## src/rtl/cfg_mesh_pkg.sv

```systemverilog
package cfg_mesh_pkg;

  typedef enum logic [1:0] {
    HOP_NONE = 2'd0,
    HOP_Y    = 2'd1,
    HOP_X    = 2'd2,
    HOP_HOME = 2'd3
  } hop_e;

  // Routing decision for one held word, given which exits are still free.
  function automatic hop_e pick_hop(
    input logic full,
    input logic dy_nz,
    input logic dx_nz,
    input logic y_free,
    input logic x_free,
    input logic home_free
  );
    hop_e h;
    h = HOP_NONE;
    if (full) begin
      if (dy_nz && dx_nz) begin
        if (y_free)      h = HOP_Y;
        else if (x_free) h = HOP_X;
      end else if (dy_nz) begin
        if (y_free) h = HOP_Y;
      end else if (dx_nz) begin
        if (x_free) h = HOP_X;
      end else begin
        if (home_free) h = HOP_HOME;
      end
    end
    return h;
  endfunction

endpackage

```

## src/rtl/cfg_slot.sv

```systemverilog
module cfg_slot #(
  parameter int WW       = 18,
  parameter int FLAG_BIT = 17
) (
  input  logic          clk,
  input  logic          rst,
  input  logic          in_valid,
  input  logic [WW-1:0] in_word,
  input  logic          pop,
  output logic          full,
  output logic [WW-1:0] word
);
  logic load;

  assign load = in_valid && in_word[FLAG_BIT] && !full;

  always_ff @(posedge clk) begin
    if (rst) begin
      full <= 1'b0;
    end else if (load) begin
      full <= 1'b1;
    end else if (pop) begin
      full <= 1'b0;
    end
  end

  always_ff @(posedge clk) begin
    if (load) word <= in_word;
  end
endmodule

```

## src/rtl/cfg_hop_arb.sv

```systemverilog
module cfg_hop_arb
  import cfg_mesh_pkg::*;
#(
  parameter int NSLOT = 2
) (
  input  logic [NSLOT-1:0] full,
  input  logic [NSLOT-1:0] dy_nz,
  input  logic [NSLOT-1:0] dx_nz,
  input  logic             busy_y_dn,
  input  logic             busy_x_dn,
  output hop_e             hop [NSLOT]
);
  // Lower slot index is served first; each exit is given out once per cycle.
  always_comb begin
    logic yf, xf, hf;
    yf = !busy_y_dn;
    xf = !busy_x_dn;
    hf = 1'b1;
    for (int i = 0; i < NSLOT; i++) begin
      hop[i] = pick_hop(full[i], dy_nz[i], dx_nz[i], yf, xf, hf);
      if (hop[i] == HOP_Y)    yf = 1'b0;
      if (hop[i] == HOP_X)    xf = 1'b0;
      if (hop[i] == HOP_HOME) hf = 1'b0;
    end
  end
endmodule

```

## src/rtl/cfg_store.sv

```systemverilog
module cfg_store #(
  parameter int AW = 3,
  parameter int DW = 8
) (
  input  logic          clk,
  input  logic          we,
  input  logic [AW-1:0] waddr,
  input  logic [DW-1:0] wdata,
  input  logic [AW-1:0] raddr,
  output logic [DW-1:0] rdata
);
  localparam int DEPTH = 1 << AW;

  logic [DW-1:0] mem [DEPTH];

  always_ff @(posedge clk) begin
    if (we) mem[waddr] <= wdata;
    rdata <= mem[raddr];
  end
endmodule

```

## src/rtl/cfg_mesh_cell.sv

```systemverilog
module cfg_mesh_cell
  import cfg_mesh_pkg::*;
#(
  parameter int XW = 3,
  parameter int YW = 3,
  parameter int AW = 3,
  parameter int DW = 8,
  localparam int WW = 1 + YW + XW + AW + DW
) (
  input  logic          clk,
  input  logic          rst,
  input  logic          in_y_valid,
  input  logic [WW-1:0] in_y_word,
  input  logic          in_x_valid,
  input  logic [WW-1:0] in_x_word,
  output logic          busy_y_o,
  output logic          busy_x_o,
  output logic          out_y_valid,
  output logic [WW-1:0] out_y_word,
  input  logic          busy_y_dn,
  output logic          out_x_valid,
  output logic [WW-1:0] out_x_word,
  input  logic          busy_x_dn,
  input  logic          op_req,
  output logic          op_go,
  output logic          cfg_we,
  output logic [AW-1:0] cfg_waddr,
  output logic [DW-1:0] cfg_wdata,
  input  logic [AW-1:0] rd_addr,
  output logic [DW-1:0] rd_data
);
  localparam int NSLOT    = 2;
  localparam int ADDR_LSB = DW;
  localparam int DX_LSB   = DW + AW;
  localparam int DY_LSB   = DX_LSB + XW;
  localparam int FLAG_BIT = DY_LSB + YW;
  localparam logic [WW-1:0] DY_ONE = WW'(1) << DY_LSB;
  localparam logic [WW-1:0] DX_ONE = WW'(1) << DX_LSB;

  logic          s_in_v  [NSLOT];
  logic [WW-1:0] s_in_w  [NSLOT];
  logic [NSLOT-1:0] s_full, s_dy_nz, s_dx_nz, s_pop;
  logic [WW-1:0] s_word  [NSLOT];
  hop_e          s_hop   [NSLOT];

  assign s_in_v[0] = in_y_valid;
  assign s_in_w[0] = in_y_word;
  assign s_in_v[1] = in_x_valid;
  assign s_in_w[1] = in_x_word;

  // Slot 0 is fed from the y side, slot 1 from the x side.
  for (genvar i = 0; i < NSLOT; i++) begin : g_slot
    cfg_slot #(.WW(WW), .FLAG_BIT(FLAG_BIT)) u_slot (
      .clk      (clk),
      .rst      (rst),
      .in_valid (s_in_v[i]),
      .in_word  (s_in_w[i]),
      .pop      (s_pop[i]),
      .full     (s_full[i]),
      .word     (s_word[i])
    );
    assign s_dy_nz[i] = |s_word[i][DY_LSB +: YW];
    assign s_dx_nz[i] = |s_word[i][DX_LSB +: XW];
    assign s_pop[i]   = (s_hop[i] != HOP_NONE);
  end

  cfg_hop_arb #(.NSLOT(NSLOT)) u_arb (
    .full      (s_full),
    .dy_nz     (s_dy_nz),
    .dx_nz     (s_dx_nz),
    .busy_y_dn (busy_y_dn),
    .busy_x_dn (busy_x_dn),
    .hop       (s_hop)
  );

  // Exit multiplexing: the arbiter grants each exit to at most one slot.
  logic          y_sel, x_sel, h_sel, h_any;
  logic [WW-1:0] h_word;

  always_comb begin
    y_sel = (s_hop[0] != HOP_Y);
    x_sel = (s_hop[0] != HOP_X);
    h_sel = (s_hop[0] != HOP_HOME);
  end

  assign out_y_valid = (s_hop[0] == HOP_Y) || (s_hop[1] == HOP_Y);
  assign out_x_valid = (s_hop[0] == HOP_X) || (s_hop[1] == HOP_X);
  assign h_any       = (s_hop[0] == HOP_HOME) || (s_hop[1] == HOP_HOME);
  assign out_y_word  = s_word[y_sel] - DY_ONE;
  assign out_x_word  = s_word[x_sel] - DX_ONE;
  assign h_word      = s_word[h_sel];

  assign busy_y_o = s_full[0];
  assign busy_x_o = s_full[1];

  cfg_store #(.AW(AW), .DW(DW)) u_store (
    .clk   (clk),
    .we    (h_any),
    .waddr (h_word[ADDR_LSB +: AW]),
    .wdata (h_word[DW-1:0]),
    .raddr (rd_addr),
    .rdata (rd_data)
  );

  logic cfg_arriving;
  assign cfg_arriving = (in_y_valid && in_y_word[FLAG_BIT]) ||
                        (in_x_valid && in_x_word[FLAG_BIT]);

  always_ff @(posedge clk) begin
    if (rst) begin
      cfg_we <= 1'b0;
      op_go  <= 1'b0;
    end else begin
      cfg_we <= h_any;
      op_go  <= op_req && !(|s_full) && !cfg_arriving;
    end
  end

  always_ff @(posedge clk) begin
    if (h_any) begin
      cfg_waddr <= h_word[ADDR_LSB +: AW];
      cfg_wdata <= h_word[DW-1:0];
    end
  end
endmodule

```

## config.mk

```make
export PLATFORM = sky130hd
export DESIGN_NAME = cfg_mesh_cell
export DESIGN_NICKNAME = d
export VERILOG_FILES = /design/src/rtl/cfg_mesh_pkg.sv /design/src/rtl/cfg_slot.sv /design/src/rtl/cfg_hop_arb.sv /design/src/rtl/cfg_store.sv /design/src/rtl/cfg_mesh_cell.sv
export SDC_FILE = /design/constraint.sdc
export NUM_CORES = 1
export LEC_CHECK = 0
export BUFFER_PORTS_ARGS = -buffer_cell sky130_fd_sc_hd__buf_2
export CAP_MARGIN = 0
export CORE_UTILIZATION = 35
export CTS_CLUSTER_DIAMETER = 80
export DETAILED_ROUTE_END_ITERATION = 7
export PLACE_DENSITY = 0.65
export SLEW_MARGIN = 25
export SYNTH_ARGS = -nofsm -noshare
export SYNTH_HDL_FRONTEND = slang
export SYNTH_SLANG_ARGS = --single-unit
```

## constraint.sdc

```tcl
create_clock -name clk -period 8.4 [get_ports clk]
set_input_delay 1.68 -clock clk [delete_from_list [all_inputs] [get_ports clk]]
set_output_delay 1.68 -clock clk [all_outputs]
set_load 0.005 [all_outputs]
```

* After elaboration in Yosys (flattened, before gate mapping)
Memory sizes are Yosys's and may differ from the RTL's. A register that Yosys moved wholly into a read port is not among the register bits. Index checks and enable logic that the tools add are counted.
Storage, ports and cells: bits in registers 51, bits in writable memories 64, bits of input ports 46, output and inout port bits 61, word-level logic and storage cells 85, memories kept 1
Memories:
- u_store.mem | words 8, bits a word 8, rd ports 1, clocked after Yosys merged registers in 1, write ports 1, line cfg_store.sv:14 | logic [DW-1:0] mem [DEPTH];
Operators by class: add/subtract/negate cells 2, order comparisons 3, eq/ne operators 9, mux-type cells 32, bitwise operators 3, reductions and logical operators 27
Operators by type and width (number):
- $mux 18 | 6
- $mux 11 | 3
- $mux 2 | 13
- $sub 18x12->18 const B | 1
- $sub 18x15->18 const B | 1
- $reduce_or 3->1 | 4
- $mux 1 | 10
- $eq 2x2->1 const B | 4
- $logic_and 1x1->1 | 8
- $reduce_bool 2->1 | 4
- $ge 2x2->1 const B | 3
- $logic_not 1->1 | 6
- $not 1->2 | 3
- $eq 2x1->1 const B | 2
- $logic_or 1x1->1 | 4
- $ne 2x2->1 const B | 2
- $ne 2x1->1 const B | 1
- $reduce_or 2->1 | 1

* Longest topological paths before layout
word-level depth 16, gate-level depth with buffers 9, gate-level depth less buffers 8

* Hierarchy
A second synthesis with hierarchy kept.
Second synthesis, totals: cells, all modules 310, area, all modules 5203.7 µm²
Modules (own cells, without submodules):
- cfg_store | instances 1, cells each 114, area each 2691.3 µm², seq. area each 2082.0 µm²
- cfg_mesh_cell | instances 1, cells each 134, area each 1213.7 µm², seq. area each 370.4 µm²
- cfg_slot | instances 2, cells each 23, area each 599.3 µm², seq. area each 560.5 µm²
- cfg_hop_arb | instances 1, cells each 16, area each 100.1 µm², seq. area each 0.0 µm²

* Worst setup path before layout
Ideal clock, no wire load.
path type input -> output, start point input port busy_y_dn, end point output port out_x_word[15], arrival time 3.303 ns, data required time 6.720 ns, path slack 3.417 ns, stages on the path 8, buffers on the path 1, cells stage by stage o2111ai_2 -> buf_2 -> mux2i_1 -> ha_1 -> nor3b_1 -> xor2_1 -> nor2_1 -> a21oi_1
Between the ends: longest elaborated chain between the ends 10, elaborated cells on any way between the ends 11, those cells by class add/sub: 1; eq/ne: 1; mux: 8; bitwise: 1
Ends and longest elaborated chain:
- start, declared | line cfg_mesh_cell.sv:20 | input logic busy_y_dn,
- $mux 1 | line cfg_mesh_pkg.sv:26 | if (y_free) h = HOP_Y;
- $mux 2 | line cfg_mesh_pkg.sv:25 | end else if (dy_nz) begin
- $mux 2 * | line cfg_mesh_pkg.sv:22 | if (dy_nz && dx_nz) begin
- $mux 2 * | line cfg_mesh_pkg.sv:21 | if (full) begin
- $ne 2x2->1 * | line cfg_mesh_cell.sv:82 | x_sel = (s_hop[0] != HOP_X);
- $not 1->2 (implied by the code) * | line cfg_mesh_cell.sv:90 | assign out_x_word = s_word[x_sel] - DX_ONE;
- $mux 18 (implied by the code) * (3 in a row) | line cfg_mesh_cell.sv:90
- $sub 18x12->18 * | line cfg_mesh_cell.sv:90
- end, declared | line cfg_mesh_cell.sv:22 | output logic [WW-1:0] out_x_word,
Every way passes the cells marked *; elsewhere a longest branch is shown, timed or not. The select of a mux whose other input is x is not followed.

* Worst setup path after layout
Same ends and word-level chain as after synthesis.

==> key figures <==
Synthesis
  – Most common flop cell mapped by yosys: edfxtp_1
  – Asr flop ratio synth: 0%
  – Avg Cell Area, Syn: 16.7 um2
  – Ys Warns: 0
  – Synthesized area: 5120 um2
  – Post-Syn Nets: 354
  – Cell count after synthesis: 306
  – Count of different cell masters after synthesis: 38
  – Part of the Yosys area used for sequential elements: 69.7%
  – EDFF count, synth: 111
  – Yosys reg bits: 123

Routing
  – WL/cell: roughly 18 um
  – Router iterations before antenna repair: 4
  – DRC: 0
  – Via density: 4.88
  – Routed Antenna Nets: 0
  – Vias: 2988
  – Final wirelength: 11.0 mm
  – 1st-iter DRT viols: 153

Global route
  – Gr ovfl total: 0
  – Largest net degree at the start of global routing: 24
  – Initial antenna violation count: 0
  – Vias in the first global route: 3070
  – Tot GR Track Use: approximately 16%
  – First-pass GRT wire length: 17.0 mm

Floorplanning
  – Die area: 15100 um2
  – Rows: 43
  – Core Region: 14100 um2
  – Die Ht: 123 um
  – Initial core utilization: approximately 36%
  – Die Width: around 120 um
  – IO Count: 107

Power
  – Int Pwr: around 1.3 mW
  – Tot Pwr: 1.57 mW
  – Switching share of power: 20.2%
  – Sequential share of power: 43.8%
  – PD cells: 242 nW/um2
  – Clk pwr share: 51.0%
  – Static leakage: approximately 2.4 nW
  – VDD IR-drop max: ~0.17 mV
  – Comb pwr share: 5.2%
  – Net switching power figure: roughly 0.32 mW

Placed design
  – Port Buffers: 106
  – Setup WS pre-CTS: 3.09 ns
  – Dpl cells: 580
  – Detailed placement HPWL: 7.44 mm
  – RePlAce Congestion: 0.821
  – Placed cell areas: 5830 um2

Flow run
  – Reported max-cap violation count: 0

STA
  – Minimum clock period: 5.32 ns
  – Worst rel slew slack: roughly 43%
  – Final-report max-slew violation count: 0
  – Worst Tran Pin Value: about 0.85 ns
  – Final setup fails: 0
  – Fmax: 0.188 GHz
  – Fin Clk Skew: 0.00529 ns
  – RSZ-0062 raised after global routing: false
  – Fin Setup TNS: 0 ns
  – Hold slack: around 0.67 ns
  – Fin. Hold Viols: 0
  – Final period util: a little over three fifths
  – Final worst-path setup slack: 3.08 ns

CTS
  – CTS clk-pin slew, worst paths: about 0.05 ns
  – CTS tree: yes
  – Clk_lat worst skew: 0.41 ns
  – # clock sinks: between 100 and 150
  – Post_cts resized: 0
  – Depth of the CTS H-tree: 4
  – Clock root buffer: clkbuf_16
  – Clock Path Buffers: 2
  – Cts bufs inserted: 17
  – CTS Hold Buffers Added: 0
  – Setup Buffers After CTS: 0

Min path
  – Worst Hold Class: reg -> reg

Finish
  – Commonest non-fill, non-tap cell in the layout: edfxtp_1
  – P&R area growth vs syn: 26.9%
  – Final net count: 467
  – N_diodes: 0
  – Most frequent cells in the layout: edfxtp_1 (111), buf_2 (106), mux2_2 (35)
  – Filler cell count: 1262
  – Post-route cell area: 6500 um2
  – Finished Layout Cells: 612
  – Final core utilization: a little under half
  – Storage cell area: 3570 um2
  – Area of the multi-input gates: 1490 um2
  – Layout cells sized above 1: 46.5%

Setup path
  – Crit path kind: in -> out
  – Most used cell, CP: buf_2
  – Max Fanout on Critical Path: 23
  – Critical Path Slowest Stage Cell: buf_4
  – Critical path's top delay family: buffers and inverters
  – Ordered cell list for the critical path: buf_2, o2111ai_2, buf_4, mux2i_1, ha_1, nor3b_1, xor2_1, nor2_1, a21oi_1, buf_2
  – Data required time of the critical path: 6.72 ns
  – Reg2Reg Setup Slack: 5.57 ns
  – Element type at the critical path start: input port
  – WP buf/inv: 3
  – Critical path's largest stage delay: approximately 0.34 ns
  – Arr. time, crit path: 3.64 ns
  – CP endpoint kind: primary output

Run status
  – Status: finished, final reports clean
[routing by layer]
layer	up-vias	routed length, um	track usage [%]
met4	0	192	5.87
li1	1415	-	-
met5	-	0	0
met2	106	5410	25.4
met1	1451	4560	18.6
met3	16	816	7.20
[tightest hold or removal path, delay by kind of cell, from the launching register on]
| family | cells | cell delay [ns] |
|---|---|---|
| compound gates | 2 | 0.22 |
| flops | 1 | 0.41 |
[path summary, 6_finish.rpt]
path,start,endpoint,depth (start not counted)
worst min register to register,g_slot[1].u_slot.full,g_slot[1].u_slot.full,2
worst max-delay path,busy_y_dn,out_x_word[15],10
worst max register to register,g_slot[0].u_slot.word[13],u_store.mem[4][4],4
worst min-delay path,g_slot[1].u_slot.full,g_slot[1].u_slot.full,2
[registers in the layout (all words and copies together) (netlist names)]
signal              count
cfg_waddr               3
cfg_wdata               8
cfg_we                  1
g_slot.u_slot.full      2
g_slot.u_slot.word     36
op_go                   1
u_store.mem            64
u_store.rdata           8
[cell type report]
cell class,instances,share of cell area [%]
Clock buffer,19,6.81
Clock inverter,13,3.27
Inverter,5,0.289
Multi-Input combinational cell,165,22.9
Sequential cell,123,55.0
Tap cell,180,3.46
Timing Repair Buffer,107,8.28
[power by group through the flow]
stage | clock network [mW] | registers (mW) | logic [mW]
5_1_grt | 0.847 | 0.691 | 0.0905
6_report | 0.803 | 0.690 | 0.0823
3_3_place_gp | 0 | 0.702 | 0.0819
3_5_place_dp | 0 | 0.703 | 0.0829
2_1_floorplan | 0 | 0.700 | 0.0459
4_1_cts | 0.815 | 0.690 | 0.0835
[logic make-up (layout without fill, tap and decap cells)]
group,count (synthesis),after routing,synth area share [%]
compound gates,21,21,2.95
xor+xnor,8,8,1.37
fa+ha+maj,2,2,0.488
buf+inv,18,144,1.76
flops,123,123,69.7
mux,61,61,16.7
simple gates,73,73,7.01
[Yosys cell counts, types with 3 or more instances]
library cell	count	share of area [%]
nand2_1	33	2.4
mux2i_1	10	2.0
buf_2	6	0.59
mux2_2	35	7.7
mux4_2	16	7.0
nor2_1	15	1.1
nor2b_1	4	0.49
xor2_1	3	0.51
dfxtp_1	12	4.7
edfxtp_1	111	65
xnor2_1	5	0.85
a21oi_1	7	0.68
nand3_1	3	0.29
o21ai_0	4	0.39
buf_4	4	0.59
inv_1	5	0.37
Power figures use the tool's default switching activity.
